===== config.mk =====
export PLATFORM = sky130hd
export DESIGN_NAME = dac_limit_front
export DESIGN_NICKNAME = d
export VERILOG_FILES = /design/src/rtl/dlf_pkg.sv /design/src/rtl/dlf_regfile.sv /design/src/rtl/dlf_edge_det.sv /design/src/rtl/dlf_clamp_stage.sv /design/src/rtl/dac_limit_front.sv
export SDC_FILE = /design/constraint.sdc
export NUM_CORES = 1
export LEC_CHECK = 0
export ABC_AREA = 1
export BUFFER_PORTS_ARGS = -buffer_cell sky130_fd_sc_hd__buf_2
export CAP_MARGIN = 5
export CORE_ASPECT_RATIO = 0.8
export CORE_MARGIN = 1.5
export CORE_UTILIZATION = 54
export DETAILED_ROUTE_END_ITERATION = 8
export GPL_TIMING_DRIVEN = 0
export PLACE_DENSITY_LB_ADDON = 0.25
export SLEW_MARGIN = 20
export SYNTH_ARGS = -nofsm -noshare
export SYNTH_HDL_FRONTEND = slang
export SYNTH_HIERARCHICAL = 1
export SYNTH_SLANG_ARGS = --single-unit

===== constraint.sdc =====
create_clock -name clk -period 2.2 [get_ports clk]
set_input_delay 0 -clock clk [delete_from_list [all_inputs] [get_ports clk]]
set_output_delay 0 -clock clk [all_outputs]
set_load 0.005 [all_outputs]

===== src/rtl/dlf_pkg.sv =====
package dlf_pkg;
   localparam int unsigned DLF_BYTE_W      = 8;
   localparam logic [7:0]  DLF_LIMIT_BASE  = 8'h2D;
   localparam logic [7:0]  DLF_CTRL_ADDR   = 8'h2F;
   localparam logic [7:0]  DLF_MODE_ADDR   = 8'h34;
   localparam int unsigned DLF_TRIG_BIT    = 3;
   localparam logic [3:0]  DLF_LOAD_PAT    = 4'b0101;
   localparam logic [15:0] DLF_RESET_CODE  = 16'h8000;

   typedef enum logic {
      EDGE_RISE = 1'b0,
      EDGE_FALL = 1'b1
   } dlf_edge_e;
endpackage


===== src/rtl/dlf_regfile.sv =====
module dlf_regfile
   import dlf_pkg::*;
#(
   parameter int unsigned      DATA_W     = 16,
   parameter int unsigned      ADDR_W     = 8,
   parameter logic [ADDR_W-1:0] LIMIT_BASE = ADDR_W'(DLF_LIMIT_BASE),
   parameter logic [ADDR_W-1:0] CTRL_ADDR  = ADDR_W'(DLF_CTRL_ADDR),
   parameter logic [ADDR_W-1:0] MODE_ADDR  = ADDR_W'(DLF_MODE_ADDR),
   parameter int unsigned      TRIG_BIT   = DLF_TRIG_BIT,
   parameter logic [DATA_W-1:0] RESET_CODE = DATA_W'(DLF_RESET_CODE)
) (
   input  logic                  clk,
   input  logic                  rst,
   input  logic [ADDR_W-1:0]     addr,
   input  logic                  wr_en,
   input  logic [DLF_BYTE_W-1:0] wr_data,
   output logic [DLF_BYTE_W-1:0] rd_data,
   output logic [DATA_W-1:0]     limit_val,
   output logic                  trig_bit,
   output logic [3:0]            mode_sel
);
   localparam int unsigned NUM_LANES = DATA_W / DLF_BYTE_W;
   localparam int unsigned LAST_LANE = 32'(LIMIT_BASE) + NUM_LANES - 1;

   if (DATA_W % DLF_BYTE_W != 0 || DATA_W < DLF_BYTE_W) begin : g_bad_width
      $error("dlf_regfile: DATA_W must be a whole number of bytes");
   end
   if (TRIG_BIT >= DLF_BYTE_W) begin : g_bad_trig
      $error("dlf_regfile: TRIG_BIT outside the control byte");
   end
   if ((32'(CTRL_ADDR) >= 32'(LIMIT_BASE) && 32'(CTRL_ADDR) <= LAST_LANE) ||
       (32'(MODE_ADDR) >= 32'(LIMIT_BASE) && 32'(MODE_ADDR) <= LAST_LANE) ||
       (CTRL_ADDR == MODE_ADDR)) begin : g_bad_map
      $error("dlf_regfile: register addresses overlap");
   end

   logic [DLF_BYTE_W-1:0] lane_q [NUM_LANES];
   logic [NUM_LANES-1:0]  lane_hit;
   logic                  trig_q;
   logic [DLF_BYTE_W-1:0] mode_q;
   logic                  ctrl_hit;
   logic                  mode_hit;

   for (genvar g = 0; g < NUM_LANES; g++) begin : g_lane
      assign lane_hit[g] = (addr == ADDR_W'(32'(LIMIT_BASE) + g));
      assign limit_val[DLF_BYTE_W*g +: DLF_BYTE_W] = lane_q[g];
   end

   assign ctrl_hit = (addr == CTRL_ADDR);
   assign mode_hit = (addr == MODE_ADDR);

   always_ff @(posedge clk) begin
      if (rst) begin
         for (int i = 0; i < NUM_LANES; i++) begin
            lane_q[i] <= RESET_CODE[DLF_BYTE_W*i +: DLF_BYTE_W];
         end
      end else if (wr_en) begin
         for (int i = 0; i < NUM_LANES; i++) begin
            if (lane_hit[i]) begin
               lane_q[i] <= wr_data;
            end
         end
      end
   end

   always_ff @(posedge clk) begin
      if (rst) begin
         trig_q <= 1'b0;
         mode_q <= '0;
      end else if (wr_en) begin
         if (ctrl_hit) begin
            trig_q <= wr_data[TRIG_BIT];
         end
         if (mode_hit) begin
            mode_q <= wr_data;
         end
      end
   end

   always_comb begin
      rd_data = '0;
      for (int i = 0; i < NUM_LANES; i++) begin
         if (lane_hit[i]) begin
            rd_data = lane_q[i];
         end
      end
      if (ctrl_hit) begin
         rd_data[TRIG_BIT] = trig_q;
      end
      if (mode_hit) begin
         rd_data = mode_q;
      end
   end

   assign trig_bit = trig_q;
   assign mode_sel = mode_q[DLF_BYTE_W-1 -: 4];
endmodule


===== src/rtl/dlf_edge_det.sv =====
module dlf_edge_det
   import dlf_pkg::*;
#(
   parameter dlf_edge_e POLARITY = EDGE_FALL
) (
   input  logic clk,
   input  logic rst,
   input  logic level,
   output logic pulse
);
   logic level_q;

   always_ff @(posedge clk) begin
      if (rst) begin
         level_q <= 1'b0;
      end else begin
         level_q <= level;
      end
   end

   if (POLARITY == EDGE_FALL) begin : g_fall
      assign pulse = level_q & ~level;
   end else begin : g_rise
      assign pulse = ~level_q & level;
   end
endmodule


===== src/rtl/dlf_clamp_stage.sv =====
module dlf_clamp_stage #(
   parameter int unsigned       DATA_W     = 16,
   parameter logic [DATA_W-1:0] RESET_CODE = 16'h8000
) (
   input  logic              clk,
   input  logic              rst,
   input  logic              sample_valid,
   input  logic [DATA_W-1:0] sample,
   input  logic [DATA_W-1:0] limit_val,
   input  logic              load,
   output logic [DATA_W-1:0] code
);
   if (DATA_W < 2) begin : g_bad_width
      $error("dlf_clamp_stage: DATA_W too small");
   end

   logic [DATA_W-1:0] bounded;
   logic              over;

   assign over    = (sample > limit_val);
   assign bounded = over ? limit_val : sample;

   always_ff @(posedge clk) begin
      if (rst) begin
         code <= RESET_CODE;
      end else if (load) begin
         code <= limit_val;
      end else if (sample_valid) begin
         code <= bounded;
      end
   end
endmodule


===== src/rtl/dac_limit_front.sv =====
module dac_limit_front
   import dlf_pkg::*;
#(
   parameter int unsigned       DATA_W     = 16,
   parameter int unsigned       ADDR_W     = 8,
   parameter logic [ADDR_W-1:0] LIMIT_BASE = ADDR_W'(DLF_LIMIT_BASE),
   parameter logic [ADDR_W-1:0] CTRL_ADDR  = ADDR_W'(DLF_CTRL_ADDR),
   parameter logic [ADDR_W-1:0] MODE_ADDR  = ADDR_W'(DLF_MODE_ADDR),
   parameter int unsigned       TRIG_BIT   = DLF_TRIG_BIT,
   parameter logic [3:0]        LOAD_PAT   = DLF_LOAD_PAT,
   parameter logic [DATA_W-1:0] RESET_CODE = DATA_W'(DLF_RESET_CODE)
) (
   input  logic              clk,
   input  logic              rst,
   input  logic [ADDR_W-1:0] addr,
   input  logic              wr_en,
   input  logic [7:0]        wr_data,
   output logic [7:0]        rd_data,
   input  logic              sample_valid,
   input  logic [DATA_W-1:0] sample,
   output logic [DATA_W-1:0] dac_code
);
   logic [DATA_W-1:0] limit_val;
   logic              trig_bit;
   logic [3:0]        mode_sel;
   logic              mode_on;
   logic              trig_fall;
   logic              load;

   dlf_regfile #(
      .DATA_W     (DATA_W),
      .ADDR_W     (ADDR_W),
      .LIMIT_BASE (LIMIT_BASE),
      .CTRL_ADDR  (CTRL_ADDR),
      .MODE_ADDR  (MODE_ADDR),
      .TRIG_BIT   (TRIG_BIT),
      .RESET_CODE (RESET_CODE)
   ) u_regs (
      .clk       (clk),
      .rst       (rst),
      .addr      (addr),
      .wr_en     (wr_en),
      .wr_data   (wr_data),
      .rd_data   (rd_data),
      .limit_val (limit_val),
      .trig_bit  (trig_bit),
      .mode_sel  (mode_sel)
   );

   dlf_edge_det #(
      .POLARITY (EDGE_FALL)
   ) u_trig_edge (
      .clk   (clk),
      .rst   (rst),
      .level (trig_bit),
      .pulse (trig_fall)
   );

   assign mode_on = (mode_sel == LOAD_PAT);
   assign load    = trig_fall & mode_on;

   dlf_clamp_stage #(
      .DATA_W     (DATA_W),
      .RESET_CODE (RESET_CODE)
   ) u_clamp (
      .clk          (clk),
      .rst          (rst),
      .sample_valid (sample_valid),
      .sample       (sample),
      .limit_val    (limit_val),
      .load         (load),
      .code         (dac_code)
   );
endmodule


==> results.py, run 1 <==
metrics = {
    "run_status": {
        "status": "finished, final reports clean",
    },
    "worst_setup_path": {
        "critPathSlowestCell": "edfxtp_1",
        "worstPathRequired_ps": 2390,
        "path_buf_inv": 3,
        "path_common_cell": "nand2_1",
        "cp-end-kind": "flip-flop",
        "critPathArrivalTime_ps": 2160,
        "worst-path-max-fanout": 10,
        "crit_type": "reg2reg",
        "slowest_delay_ps": 420,
        "critPathTopFamily": "simple AND/OR/NAND/NOR gates",
        "startpoint_type": "flip-flop",
        "crit_chain": "inv_1 > ha_1 > a21oi_1 > nor2_1 > nor2_1 > nand2_1 > nand2_1 > nand2_1 > nand2_4 > nand2_4 > buf_6 > nand2_1 > nand3_1 > nand2_1 > inv_1",
    },
    "die": {
        "rows": 22,
        "die_area_um2": 5410,
        "start_util_pct": 57.4,
        "dieHeight_um": 66.1,
        "die_x_um": 81.9,
        "ioPinCount": 60,
        "core_um2": 4680,
    },
    "power_and_ir_drop": {
        "p_switching_mw": 0.472,
        "pwr-share-clk_pct": 33.9,
        "seq_power_share_pct": 47.7,
        "p_leak_nw": 1.82,
        "totalPowerFinal_mw": 1.83,
        "power_switching_share_pct": 25.8,
        "power_frac_comb_pct": 18.4,
        "p_int_mw": 1.36,
        "power_density_nw_per_um2": 560,
        "vdd.ir_drop.worst_mv": 0.340,
    },
    "logic_synthesis": {
        "post_synth.cell_area_avg_um2": 7.00,
        "ys_warn_count": 6,
        "synthTopCellsByArea": "dfxtp_1, edfxtp_1, nand2_1, nand3_1, inv_1",
        "yosysTopAreaCell": "dfxtp_1",
        "synthTopCellsByCount": "nand2_1, inv_1, nor2_1",
        "synthCells": 384,
        "yosysMostFrequentCell": "nand2_1",
        "synth-edff-count": 16,
        "synth_top_flop_cell": "dfxtp_1",
        "synth_top_area_share_pct": 19.4,
        "ys_ff_latch": 42,
        "syn_area_um2": 2690,
        "synth_nets": 436,
        "seq_area_frac_synth_pct": 37.2,
        "async_flop_share_pct": 0,
        "synth_cell_types": 27,
    },
    "sta": {
        "fin_skew_ps": 10.7,
        "rsz0062_at_grt": "no",
        "hold_violations": 0,
        "slew_headroom_pct": 64.7,
        "clock.fmax_mhz": 507,
        "fin_hold_ws_ps": 41.6,
        "finalSetupTns_ps": 0,
        "final.period_utilization_pct": 89.7,
        "setup_violations": 0,
        "period_minus_slack_ps": 1970,
        "slew_violations": 0,
        "tightestPinTransition_ps": 529,
        "fin_ws_ps": 226,
    },
    "placement": {
        "gp_congestion": 0.847,
        "portBuffers": 59,
        "pre_cts_ws_ps": 277,
        "post-dp-hpwl_mm": 4.99,
    },
    "grt": {
        "grt_pass1_wl_mm": 10.6,
        "grt_pass1_vias": 2412,
        "grt.overflow.total": 0,
        "gr-usage-all-layers_pct": 25.9,
        "antenna_found_initial": 0,
        "grt_max_degree": 14,
    },
    "final_layout": {
        "finalNetCount": 511,
        "area_growth_pct": 21.5,
        "antenna_cells": 0,
        "drive_gt1_share_pct": 23.0,
    },
    "route": {
        "ant_nets": 0,
        "viasPerCell": 5.05,
        "initialDrtViolationCount": 146,
        "dr.pass1.iters": 5,
        "drcViolationCount": 0,
        "vias": 2626,
        "wirelength_mm": 6.32,
        "wl_per_cell_um": 12.2,
    },
    "clock_network": {
        "cts_inserted_buffers": 5,
        "cts_root_buffer": "clkbuf_8",
        "clkSlewWorstSetupHoldPaths_ps": 80,
        "cts_buffer_depth": 2,
        "cts_tree": "done",
        "clock_sinks": 42,
        "cts_max_level": 2,
        "insertion_delay_ps": 290,
    },
    "flow_run": {
        "maxCapViolCount": 0,
    },
    "hold_path": {
        "worstHoldPathType": "in2reg",
    },
}
metal layers:
metal / wire length (um) / global-route usage (%) / vias up
li1: - / - / 1331
met1: 2860 / 35.2 / 1175
met2: 2840 / 41.3 / 104
met3: 508 / 4.55 / 16
met4: 113 / 8.69 / 0
met5: 0 / 0 / -
what timing repair did:
item | CTS | global route
hold buffers | 9 | 0
endpoints found under the hold margin | 10 | 0
setup buffers | 0 | 0
endpoints found under the setup margin | 0 | 0
gates resized for setup | 0 | 0
cell families after synthesis:
kind of cell,Yosys count,synth area share (%)
simple gates,234,40.3
buf+inv,83,13.2
flops,42,37.2
fa+ha+maj,16,7.45
compound gates,9,1.77
power groups by stage:
stage,sequential [mW],clock (mW),combinational (mW)
2_1_floorplan,0.887,0,0.203
3_3_place_gp,0.890,0,0.310
3_5_place_dp,0.891,0,0.320
4_1_cts,0.873,0.639,0.334
5_1_grt,0.877,0.675,0.384
6_report,0.873,0.620,0.336
layout make-up:
| cell class | instances | area (um^2) |
|---|---|---|
| Buffer | 16 | 104 |
| Clock buffer | 7 | 86.3 |
| Sequential cell | 42 | 1000 |
| Fill cell | 420 | 1420 |
| Clock inverter | 1 | 30.0 |
| Multi-Input combinational cell | 259 | 1330 |
| Inverter | 67 | 251 |
| Timing Repair Buffer | 68 | 385 |
| Tap cell | 60 | 75.1 |
tightest hold or removal path: stages:
cell and delay, ps:
buf_2 80, nor2_1 40, a21oi_1 120, nand2_1 60
stage by stage:
| stage | cells | utilization (%) | instance area [um^2] |
|---|---|---|---|
| after floorplan | 384 | - | 2690 |
| after global placement | 503 | 65.3 | 3060 |
| after detailed placement | 503 | 65.3 | 3060 |
| after CTS | 520 | 69.8 | 3260 |
| after global routing | 520 | 69.8 | 3260 |
| final | 520 | 69.8 | 3260 |
final timing paths:
kind	to	from	depth (start not counted)	slack (ps)
setup / recovery	u_clamp/code[2]$_SDFFE_PP0P_	u_regs/lane_q[0][5]$_DFFE_PP_	15	230
hold / removal	u_clamp/code[15]$_SDFFE_PP1P_	sample_valid	4	40
setup reg to reg	u_clamp/code[2]$_SDFFE_PP0P_	u_regs/lane_q[0][5]$_DFFE_PP_	15	230
hold reg to reg	u_trig_edge/level_q$_SDFF_PP0_	u_regs/trig_bit$_SDFFE_PP0P_	2	480
state kept, by name (all words and copies together) (netlist names):
| register | count |
|---|---|
| u_clamp/code | 16 |
| u_regs/lane_q | 16 |
| u_regs/mode_q | 8 |
| u_regs/trig_bit | 1 |
| u_trig_edge/level_q | 1 |
layout by cell type (no fill, tap or decap):
cell type      count
inv_1             65
nand2_4            4
nor3_2             1
and2_1             1
nor2_1            57
nand2_2            2
nand3_2            2
dfxtp_1           26
nand4_1            2
nor2_2            14
bufinv_16          1
nor2_4             1
buf_2             64
clkbuf_1           4
buf_6              2
buf_4              6
nand2_1           93
ha_1              16
a21oi_1            7
nand3b_1           1
a21o_1             1
dlygate4sd3_1      9
nand3_4            1
clkbuf_8           6
inv_2              1
edfxtp_1          16
clkinv_1           1
nor2_8             1
o21ai_0            1
nand3_1           54
Power figures use the tool's default switching activity.
==> run 2: changes to the inputs <==
--- a/config.mk
+++ b/config.mk
@@ -9,8 +9,8 @@
 export BUFFER_PORTS_ARGS = -buffer_cell sky130_fd_sc_hd__buf_2
 export CAP_MARGIN = 5
 export CORE_ASPECT_RATIO = 0.8
-export CORE_MARGIN = 1.5
-export CORE_UTILIZATION = 54
+export CORE_MARGIN = 2
+export CORE_UTILIZATION = 49
 export DETAILED_ROUTE_END_ITERATION = 8
 export GPL_TIMING_DRIVEN = 0
 export PLACE_DENSITY_LB_ADDON = 0.25
==> constraint.sdc (replaced) <==
create_clock -name clk -period 1.7 [get_ports clk]
set_input_delay 0 -clock clk [delete_from_list [all_inputs] [get_ports clk]]
set_output_delay 0 -clock clk [all_outputs]
set_load 0.005 [all_outputs]
==> results.py, run 2 (same netlist as run 1, synthesis figures left out) <==
metrics = {
    "run_status": {
        "status": "finished, violations left",
        "violations": "negative setup slack",
    },
    "power_and_ir_drop": {
        "vdd.ir_drop.worst_mv": 0.442,
        "p_leak_nw": 1.93,
        "pwr-share-clk_pct": 29.1,
        "power_switching_share_pct": 29.3,
        "seq_power_share_pct": 47.9,
        "p_switching_mw": 0.690,
        "totalPowerFinal_mw": 2.35,
        "p_int_mw": 1.66,
        "power_density_nw_per_um2": 665,
        "power_frac_comb_pct": 23.0,
    },
    "placement": {
        "portBuffers": 59,
        "pre_cts_ws_ps": -253,
        "post-dp-hpwl_mm": 4.99,
        "dp.cells": 508,
        "gp_congestion": 0.848,
    },
    "sta": {
        "fin_ws_ps": -230,
        "period_minus_slack_ps": 1930,
        "tightestPinTransition_ps": 500,
        "finalSetupTns_ps": -2760,
        "rsz0062_at_grt": "yes",
        "slew_headroom_pct": 66.7,
        "slew_violations": 0,
        "final.period_utilization_pct": 114,
        "clock.fmax_mhz": 518,
        "setup_violations": 16,
        "fin_hold_ws_ps": 34.0,
        "hold_violations": 0,
        "fin_skew_ps": 7.88,
    },
    "route": {
        "initialDrtViolationCount": 254,
        "ant_nets": 0,
        "vias": 2705,
        "viasPerCell": 4.96,
        "wl_met2_mm": 3.21,
        "wl_per_cell_um": 13.0,
        "highest_layer": "met4",
        "dr.pass1.iters": 4,
        "wl_met3_um": 458,
        "wirelength_mm": 7.08,
        "m1WireLength_mm": 3.28,
        "drcViolationCount": 0,
    },
    "die": {
        "core_um2": 5380,
        "dieHeight_um": 70.2,
        "die_area_um2": 6100,
        "rows": 24,
        "ioPinCount": 60,
        "die_x_um": 86.8,
        "start_util_pct": 50.0,
    },
    "worst_setup_path": {
        "r2r_cells": 17,
        "path_common_cell": "nand2_1",
        "worst-path-max-fanout": 8,
        "slowest_delay_ps": 430,
        "worstPathRequired_ps": 1900,
        "critPathSlowestCell": "edfxtp_1",
        "startpoint_type": "flip-flop",
        "cp-end-kind": "flip-flop",
        "critPathArrivalTime_ps": 2130,
        "crit_type": "reg2reg",
        "crit_chain": "inv_1 > ha_1 > nand2_1 > nand2_1 > nand2_1 > nand2_1 > nand2_1 > nand2_1 > nand2_1 > nand2_2 > nand2_4 > nand2_8 > buf_6 > nand2_2 > nand3_1 > nand2_1 > inv_1",
    },
    "final_layout": {
        "finalNetCount": 531,
        "largest_registers": "u_clamp/code: 16 flops, u_regs/lane_q: 16 flops, u_regs/mode_q: 8 flops",
        "antenna_cells": 0,
        "fillers": 469,
        "area_growth_pct": 31.6,
        "final_common_cell": "nand2_1",
        "stdcell_count": 545,
        "drive_gt1_share_pct": 32.1,
        "layout_common_cells": "nand2_1, buf_2, inv_1",
    },
    "grt": {
        "gr-usage-all-layers_pct": 23.7,
        "grt_max_degree": 14,
        "antenna_found_initial": 0,
        "grt_pass1_vias": 2504,
        "grt.overflow.total": 0,
        "grt_pass1_wl_mm": 11.2,
    },
    "clock_network": {
        "cts_inserted_buffers": 5,
        "clock_sinks": 42,
        "insertion_delay_ps": 300,
        "cts_tree": "done",
        "cts_max_level": 2,
        "cts_buffer_depth": 2,
        "clkSlewWorstSetupHoldPaths_ps": 80,
        "cts_root_buffer": "clkbuf_8",
    },
    "flow_run": {
        "maxCapViolCount": 0,
    },
    "hold_path": {
        "worstHoldPathType": "in2reg",
        "worstHoldPathCells": 4,
    },
}
run 2: cell types whose count changed in the layout (fill, tap and decap cells not counted), sizes merged:
cell	change
clkinvlp	+1
bufinv	-1
clkinv	+1
buf	+20
clkbuf	-1
run 2: path summary, 6_finish.rpt:
check / from / end / slack (ps)
min: sample_valid / u_clamp/code[15]$_SDFFE_PP1P_ / 30
max: u_regs/lane_q[0][1]$_DFFE_PP_ / u_clamp/code[13]$_SDFFE_PP0P_ / -230
max reg2reg: u_regs/lane_q[0][1]$_DFFE_PP_ / u_clamp/code[13]$_SDFFE_PP0P_ / -230
min reg2reg: u_clamp/code[15]$_SDFFE_PP1P_ / u_clamp/code[15]$_SDFFE_PP1P_ / 470
run 2: per-layer routing:
metal,global-route usage (%),vias up
li1,-,1378
met1,33.8,1237
met2,36.3,76
met3,4.61,14
met4,6.77,0
met5,0,-
run 2: final cells by class:
| class | instances | area (um^2) | share of cell area (%) |
|---|---|---|---|
| multi-input combinational | 259 | 1460 | 41.3 |
| sequential | 42 | 1000 | 28.3 |
| timing repair buffer | 88 | 539 | 15.2 |
| inverter | 67 | 251 | 7.11 |
| buffer | 16 | 108 | 3.04 |
| clock buffer | 6 | 82.6 | 2.33 |
| tap | 65 | 81.3 | 2.30 |
| clock inverter | 2 | 12.5 | 0.354 |
run 2: power groups by stage:
stage               Sequential (mW)  Clock (mW)  Combinational [mW]
floorplan                      1.15           0               0.262
global placement               1.15           0               0.404
detailed placement             1.15           0               0.412
CTS                            1.13       0.706               0.484
global route                   1.13       0.745               0.599
finish                         1.13       0.684               0.541
run 2: timing repair:
item,CTS,global route
gates resized for setup,18,15
endpoints found under the setup margin,16,16
hold endpoints to repair,10,0
hold buffers,9,0
pin swaps,14,18
buffers inserted,10,9
cloned,1,0
run 2: per-stage QoR:
| step | util [%] | cell area (um^2) |
|---|---|---|
| after detailed placement | 57.0 | 3060 |
| final | 65.8 | 3540 |
| after CTS | 63.0 | 3390 |
| after global routing | 65.8 | 3540 |
| after global placement | 57.0 | 3060 |
| after floorplan | - | 2690 |
run 2: critical path, delay by kind of cell (launching register included):
family / cells / cell delay (ps)
buffers and inverters: 3 / 270
adder cells (fa/ha/maj): 1 / 230
flip-flops: 1 / 430
AND/OR/NAND/NOR: 13 / 920
